`src/rtl/alarm_stat_pkg.sv`:
```
package alarm_stat_pkg;
  localparam int DATA_W  = 8;
  localparam int N_ALM   = 3;   // alarm levels
  localparam int N_EVT   = 5;   // sticky bits 6..2
  localparam int LAT_LSB = 2;   // bit position of lowest sticky bit
  localparam int N_BANK  = N_EVT + 1; // sticky bits plus overflow latch

  typedef enum logic {EDGE_RISE = 1'b0, EDGE_BOTH = 1'b1} edge_mode_e;

  // event seen on an alarm level given the selected latch mode
  function automatic logic edge_hit(logic mode, logic cur, logic prev);
    return mode ? (cur ^ prev) : (cur & ~prev);
  endfunction

  // sticky bit next state: a set outranks a clear in the same cycle
  function automatic logic latch_next(logic q, logic set, logic clr);
    return set | (q & ~clr);
  endfunction
endpackage

```
`src/rtl/alarm_edge_det.sv`:
```
module alarm_edge_det
  import alarm_stat_pkg::*;
#(
  parameter int N = N_ALM
) (
  input  logic         clk,
  input  logic         rst_n,
  input  logic [N-1:0] lvl_i,
  input  logic [N-1:0] mode_i,
  output logic [N-1:0] hit_o
);
  logic [N-1:0] prev_q;

  for (genvar k = 0; k < N; k++) begin : g_alm
    always_ff @(posedge clk or negedge rst_n) begin
      if (!rst_n) prev_q[k] <= 1'b0;
      else        prev_q[k] <= lvl_i[k];
    end
    assign hit_o[k] = edge_hit(mode_i[k], lvl_i[k], prev_q[k]);
  end
endmodule

```
`src/rtl/stat_latch_bank.sv`:
```
module stat_latch_bank
  import alarm_stat_pkg::*;
#(
  parameter int W = N_BANK
) (
  input  logic         clk,
  input  logic         rst_n,
  input  logic [W-1:0] set_i,
  input  logic [W-1:0] clr_i,
  output logic [W-1:0] q_o
);
  for (genvar b = 0; b < W; b++) begin : g_bit
    always_ff @(posedge clk or negedge rst_n) begin
      if (!rst_n) q_o[b] <= 1'b0;
      else        q_o[b] <= latch_next(q_o[b], set_i[b], clr_i[b]);
    end
  end
endmodule

```
`src/rtl/stat_bus_dec.sv`:
```
module stat_bus_dec
  import alarm_stat_pkg::*;
#(
  parameter int          ADDR_W  = 12,
  parameter logic [11:0] OFS_COR = 12'h0F2,
  parameter logic [11:0] OFS_W1C = 12'h0F3,
  parameter logic [11:0] OFS_LIV = 12'h0F5
) (
  input  logic              rd_en_i,
  input  logic              wr_en_i,
  input  logic [ADDR_W-1:0] addr_i,
  input  logic [DATA_W-1:0] wdata_i,
  input  logic              sum_i,
  input  logic [N_EVT-1:0]  lat_i,
  input  logic [N_ALM-1:0]  lvl_i,
  output logic [DATA_W-1:0] rdata_o,
  output logic              cor_clr_o,
  output logic [DATA_W-1:0] w1c_o
);
  localparam logic [ADDR_W-1:0] A_COR = ADDR_W'(OFS_COR);
  localparam logic [ADDR_W-1:0] A_W1C = ADDR_W'(OFS_W1C);
  localparam logic [ADDR_W-1:0] A_LIV = ADDR_W'(OFS_LIV);

  logic [DATA_W-1:0] latched_view;
  logic [DATA_W-1:0] live_view;

  assign latched_view = {sum_i, lat_i, {LAT_LSB{1'b0}}};
  assign live_view    = {{(DATA_W-N_ALM-LAT_LSB){1'b0}}, lvl_i, {LAT_LSB{1'b0}}};

  always_comb begin
    rdata_o = '0;
    if (rd_en_i) begin
      if (addr_i == A_COR || addr_i == A_W1C) rdata_o = latched_view;
      else if (addr_i == A_LIV)               rdata_o = live_view;
    end
  end

  assign cor_clr_o = rd_en_i && (addr_i == A_COR);
  assign w1c_o     = (wr_en_i && (addr_i == A_W1C)) ? wdata_i : '0;
endmodule

```
`src/rtl/alarm_stat_reg.sv`:
```
module alarm_stat_reg
  import alarm_stat_pkg::*;
#(
  parameter int          ADDR_W  = 12,
  parameter logic [11:0] OFS_COR = 12'h0F2,
  parameter logic [11:0] OFS_W1C = 12'h0F3,
  parameter logic [11:0] OFS_LIV = 12'h0F5
) (
  input  logic              clk,
  input  logic              rst_n,
  input  logic              line_new_i,
  input  logic              path_new_i,
  input  logic              pm_ovf_i,
  input  logic [N_ALM-1:0]  alarm_lvl_i,
  input  logic [N_ALM-1:0]  edge_mode_i,
  input  logic              rd_en_i,
  input  logic              wr_en_i,
  input  logic [ADDR_W-1:0] addr_i,
  input  logic [DATA_W-1:0] wdata_i,
  output logic [DATA_W-1:0] rdata_o,
  output logic              irq_o
);
  // named internal events, observed by the bound checker
  logic [N_ALM-1:0]  alm_hit;
  logic [N_EVT-1:0]  set_vec;
  logic              cor_clr;
  logic [DATA_W-1:0] w1c_vec;
  logic [N_BANK-1:0] bank_set, bank_clr, bank_q;
  logic [N_EVT-1:0]  lat_q;
  logic              ovf_q;
  logic              sum_bit;

  alarm_edge_det #(.N(N_ALM)) u_edge (
    .clk    (clk),
    .rst_n  (rst_n),
    .lvl_i  (alarm_lvl_i),
    .mode_i (edge_mode_i),
    .hit_o  (alm_hit)
  );

  // sticky index 4..0 = register bits 6..2
  assign set_vec  = {line_new_i, path_new_i, alm_hit};
  assign bank_set = {pm_ovf_i, set_vec};
  assign bank_clr = {N_BANK{cor_clr}} | w1c_vec[DATA_W-1:LAT_LSB];

  stat_latch_bank #(.W(N_BANK)) u_bank (
    .clk   (clk),
    .rst_n (rst_n),
    .set_i (bank_set),
    .clr_i (bank_clr),
    .q_o   (bank_q)
  );

  assign lat_q   = bank_q[N_EVT-1:0];
  assign ovf_q   = bank_q[N_BANK-1];
  assign sum_bit = ovf_q | (|lat_q);
  assign irq_o   = sum_bit;

  stat_bus_dec #(
    .ADDR_W (ADDR_W),
    .OFS_COR(OFS_COR),
    .OFS_W1C(OFS_W1C),
    .OFS_LIV(OFS_LIV)
  ) u_dec (
    .rd_en_i  (rd_en_i),
    .wr_en_i  (wr_en_i),
    .addr_i   (addr_i),
    .wdata_i  (wdata_i),
    .sum_i    (sum_bit),
    .lat_i    (lat_q),
    .lvl_i    (alarm_lvl_i),
    .rdata_o  (rdata_o),
    .cor_clr_o(cor_clr),
    .w1c_o    (w1c_vec)
  );
endmodule

```
`config.mk`:
```
export PLATFORM = sky130hd
export DESIGN_NAME = alarm_stat_reg
export DESIGN_NICKNAME = d
export VERILOG_FILES = /design/src/rtl/alarm_stat_pkg.sv /design/src/rtl/alarm_edge_det.sv /design/src/rtl/stat_latch_bank.sv /design/src/rtl/stat_bus_dec.sv /design/src/rtl/alarm_stat_reg.sv
export SDC_FILE = /design/constraint.sdc
export NUM_CORES = 1
export LEC_CHECK = 0
export BUFFER_PORTS_ARGS = -buffer_cell sky130_fd_sc_hd__buf_2
export CAP_MARGIN = 20
export CORE_MARGIN = 3
export CORE_UTILIZATION = 42
export DETAILED_ROUTE_END_ITERATION = 10
export HOLD_SLACK_MARGIN = 0.08
export PLACE_DENSITY = 0.86
export SKIP_CTS_REPAIR_TIMING = 1
export SLEW_MARGIN = 15
export SYNTH_ARGS = -nofsm -noshare
export SYNTH_HDL_FRONTEND = slang
export SYNTH_SLANG_ARGS = --single-unit
```
`constraint.sdc`:
```
create_clock -name clk -period 2.8 [get_ports clk]
set_input_delay 0.14 -clock clk [delete_from_list [all_inputs] [get_ports clk]]
set_output_delay 0.14 -clock clk [all_outputs]
set_load 0.005 [all_outputs]
```
==> results.txt <==
* Number of optimization iterations in the first detailed-route pass: 4
- Leakage power summed over all cells: 0.443 nW
- Ratio of cells with drive above 1 in the final layout: 0.429
- Part of the total power dissipated in combinational logic: 0.186
* Capture point of the critical path: rdata_o[7]
- R2R Setup Slk: 1810 ps
- After legalization and detailed placement, the total HPWL measured 1230 um.
- CTS clock-pin slew for the worst setup and hold paths: 60 ps
- In this run the tool buffered the top-level ports with 37 buffer cells.
- Clock Power Share: 0.349
- The cell area that synthesis handed to floorplanning was 584 sq um.
- The worst-case IR drop observed on VDD is 267 uV.
- The run finished with clean final reports.
- Registers take 225 sq um.
* Avg Vias per Cell: 5.09
- Cell internal power was estimated by the tool at 0.000218 W.
* Critical path launch point type: register
- Total Routing Usage GR: 0.175
- Largest net degree at the start of global routing: 10
- Total negative slack: 0 ps
* Max FO, Critical Path: 3
- The share of total power dissipated in sequential elements is 0.465.
- For the worst-skew pair, the clock arrives at the later sink with an insertion delay of 260 ps.
- Worst reg2reg startpoint: u_edge.prev_q[2]$_DFF_PN0_
- Relative to the synthesized area, the layout overhead comes to 48.0%.
- Final Slew Violations: 0
* Synthesized area per cell: 9.90 sq um
- Post-route minimum period: 1500 ps
- The net count of the finished layout is 142.
- 42 I/O pins were placed.
- Across all hold checks on the routed design, the worst slack comes to 184 ps.
* Drt initial violations: 6
* Clock tree from TritonCTS: yes
* Warnings, synthesis: 0
- DRC violations left: 0
* Pwr per Cell Area: 330 nW/um^2
* Final-report hold violation count: 0
- For this block, the via count after detailed routing is 606.
* Req. time, crit path: 2660 ps
* Height of the chip: 43.3 um
- For the final database, setup skew stands at 2.09 ps.
* Crit. Startpoint: u_bank.q_o[2]$_DFF_PN0_
* Destination of the worst register-to-register timing path: u_bank.q_o[2]$_DFF_PN0_
* Filler Cells Inserted: 95
- Number of register bits inferred by synthesis: 9
- Portion of the post-synthesis area used by sequential elements: 0.385
- For this run, the share of the core covered by cells in the final layout is 0.720.
- Cell at the root of the clock tree: clkbuf_4
- Footprint of the multi-input gates: 329 sq um
* Post-detailed-route wirelength per cell: 13.2 um
* Initial core utilization: 0.486
- The design draws 0.000286 W.
- 0 antenna diodes ended up in the layout.
- Global routing finished with a remaining overflow of 0.
- Dividing the final minimum period by the clock period gives 0.535.
* Data arrival time of the critical path: 1360 ps
- Number of rows created at floorplan: 12
- The first global-routing pass estimated 2420 um of wire.
- Clock H-tree levels: 1
- The min-delay analysis places its worst path in the category in -> reg.
- Last weighted congestion value of the routability-driven placer: 0.776
* Highest clock rate: 668 MHz
* Element type at the critical path end: output pin
* Die Wd: 43.3 um
* Die Footprint: 1870 sq um
- The count of nets left with antenna violations once routing finished came out at 0.
* Via count of the first global-routing pass: 580
- Reg2Reg Depth: 4
* Switching Fraction: 0.236
* Clock sinks: 9
* NetSw: 0.0000673 W
- After detailed routing, the total wire length is 1570 um.
- CTS Buf Count: 3
* Mapped Cells: 59
- The longest clock path from root to sink contains 2 buffers.
- Crit path kind: reg -> out
- Library cells used by synthesis: 22
- Number of antenna violations at the first check in global routing: 0
- Unrepaired setup endpoints after global routing: false
- The region available for standard cell placement spans 1200 sq um.
- Max Cap Violations: 0
- Setup-failing EPs final: 0
[registers in the layout, summed over array words and instances, names as in the netlist]
register,count
u_bank.q_o,6
u_edge.prev_q,3
[through the flow]
step	std cells	setup WS [ps]	cell area, sq um
floorplan	60	1700	588
global placement	108	1450	768
detailed placement	108	1440	768
CTS	112	1290	795
global route	119	1190	865
finish	119	1300	865
[placed cells by master, fill, tap and decap left out, types with 2 or more instances in the layout]
master | synthesis | layout
dfrtp_1 | 9 | 9
buf_2 | 0 | 37
ha_1 | 3 | 3
and2_1 | 3 | 3
a22oi_1 | 3 | 3
a21oi_1 | 3 | 3
conb_1 | 1 | 2
a31o_1 | 6 | 6
nand2_1 | 7 | 7
clkbuf_4 | 0 | 3
dlygate4sd3_1 | 0 | 7
inv_1 | 3 | 3
nor2_1 | 7 | 7
[worst min path at each step]
| stage | startpoint | end | slack [ps] | depth (start not counted) |
|---|---|---|---|---|
| after floorplan | rst_n | u_bank.q_o[0]$_DFF_PN0_ | -160 | 0 |
| after detailed placement | rst_n | u_edge.prev_q[2]$_DFF_PN0_ | 1 | 1 |
| after global routing | wdata_i[6] | u_bank.q_o[4]$_DFF_PN0_ | 170 | 3 |
| final | wdata_i[6] | u_bank.q_o[4]$_DFF_PN0_ | 180 | 3 |
| after CTS | rst_n | u_edge.prev_q[2]$_DFF_PN0_ | -280 | 1 |
| after global placement | rst_n | u_edge.prev_q[0]$_DFF_PN0_ | 0.1 | 1 |
[power by group through the flow]
stage | logic (W) | registers, W | clock network (W)
after detailed placement | 0.0000456 | 0.000135 | 0
after floorplan | 0.0000180 | 0.000135 | 0
after CTS | 0.0000459 | 0.000133 | 0.000103
after global placement | 0.0000431 | 0.000135 | 0
after global routing | 0.0000590 | 0.000133 | 0.000113
final | 0.0000531 | 0.000133 | 0.0000996
[critical path: stages (launching register included)]
cell and delay [ps]:
dfrtp_1 400, nor4_1 300, nand2_1 100, and2_1 170, buf_2 130
[Yosys cell counts]
cell type	count	area, sq um
dfrtp_1	9	225
nand2_1	7	26.3
nor2_1	7	26.3
a31o_1	6	52.6
a21oi_1	3	15.0
a22oi_1	3	22.5
and2_1	3	18.8
buf_4	3	22.5
ha_1	3	37.5
inv_1	3	11.3
and2b_2	1	8.76
and3_2	1	7.51
and3b_1	1	8.76
and4_1	1	8.76
and4b_1	1	10.0
and4bb_2	1	12.5
conb_1	1	3.75
nand4_1	1	6.26
nand4b_4	1	23.8
nor2b_1	1	6.26
nor4_1	1	6.26
nor4b_4	1	23.8
[layout make-up]
| cell class | count | area share |
|---|---|---|
| Multi-Input combinational cell | 45 | 0.381 |
| Timing Repair Buffer | 44 | 0.295 |
| Sequential cell | 9 | 0.260 |
| Clock buffer | 4 | 0.0304 |
| Tap cell | 14 | 0.0203 |
| Inverter | 3 | 0.0130 |
[routing by layer]
layer | global-route usage | vias to the layer above | routed length [um]
li1 | - | 303 | -
met5 | 0 | - | 0
met3 | 0.0720 | 4 | 104
met4 | 0.0542 | 0 | 23
met1 | 0.179 | 274 | 589
met2 | 0.319 | 25 | 852
[kinds of logic after synthesis]
logic type | Yosys count | synth area share
compound gates | 12 | 0.154
flops | 9 | 0.385
buf+inv | 6 | 0.0578
fa+ha+maj | 3 | 0.0642
other cells | 1 | 0.00642
simple gates | 28 | 0.332
(Power assumes the default switching activity.)
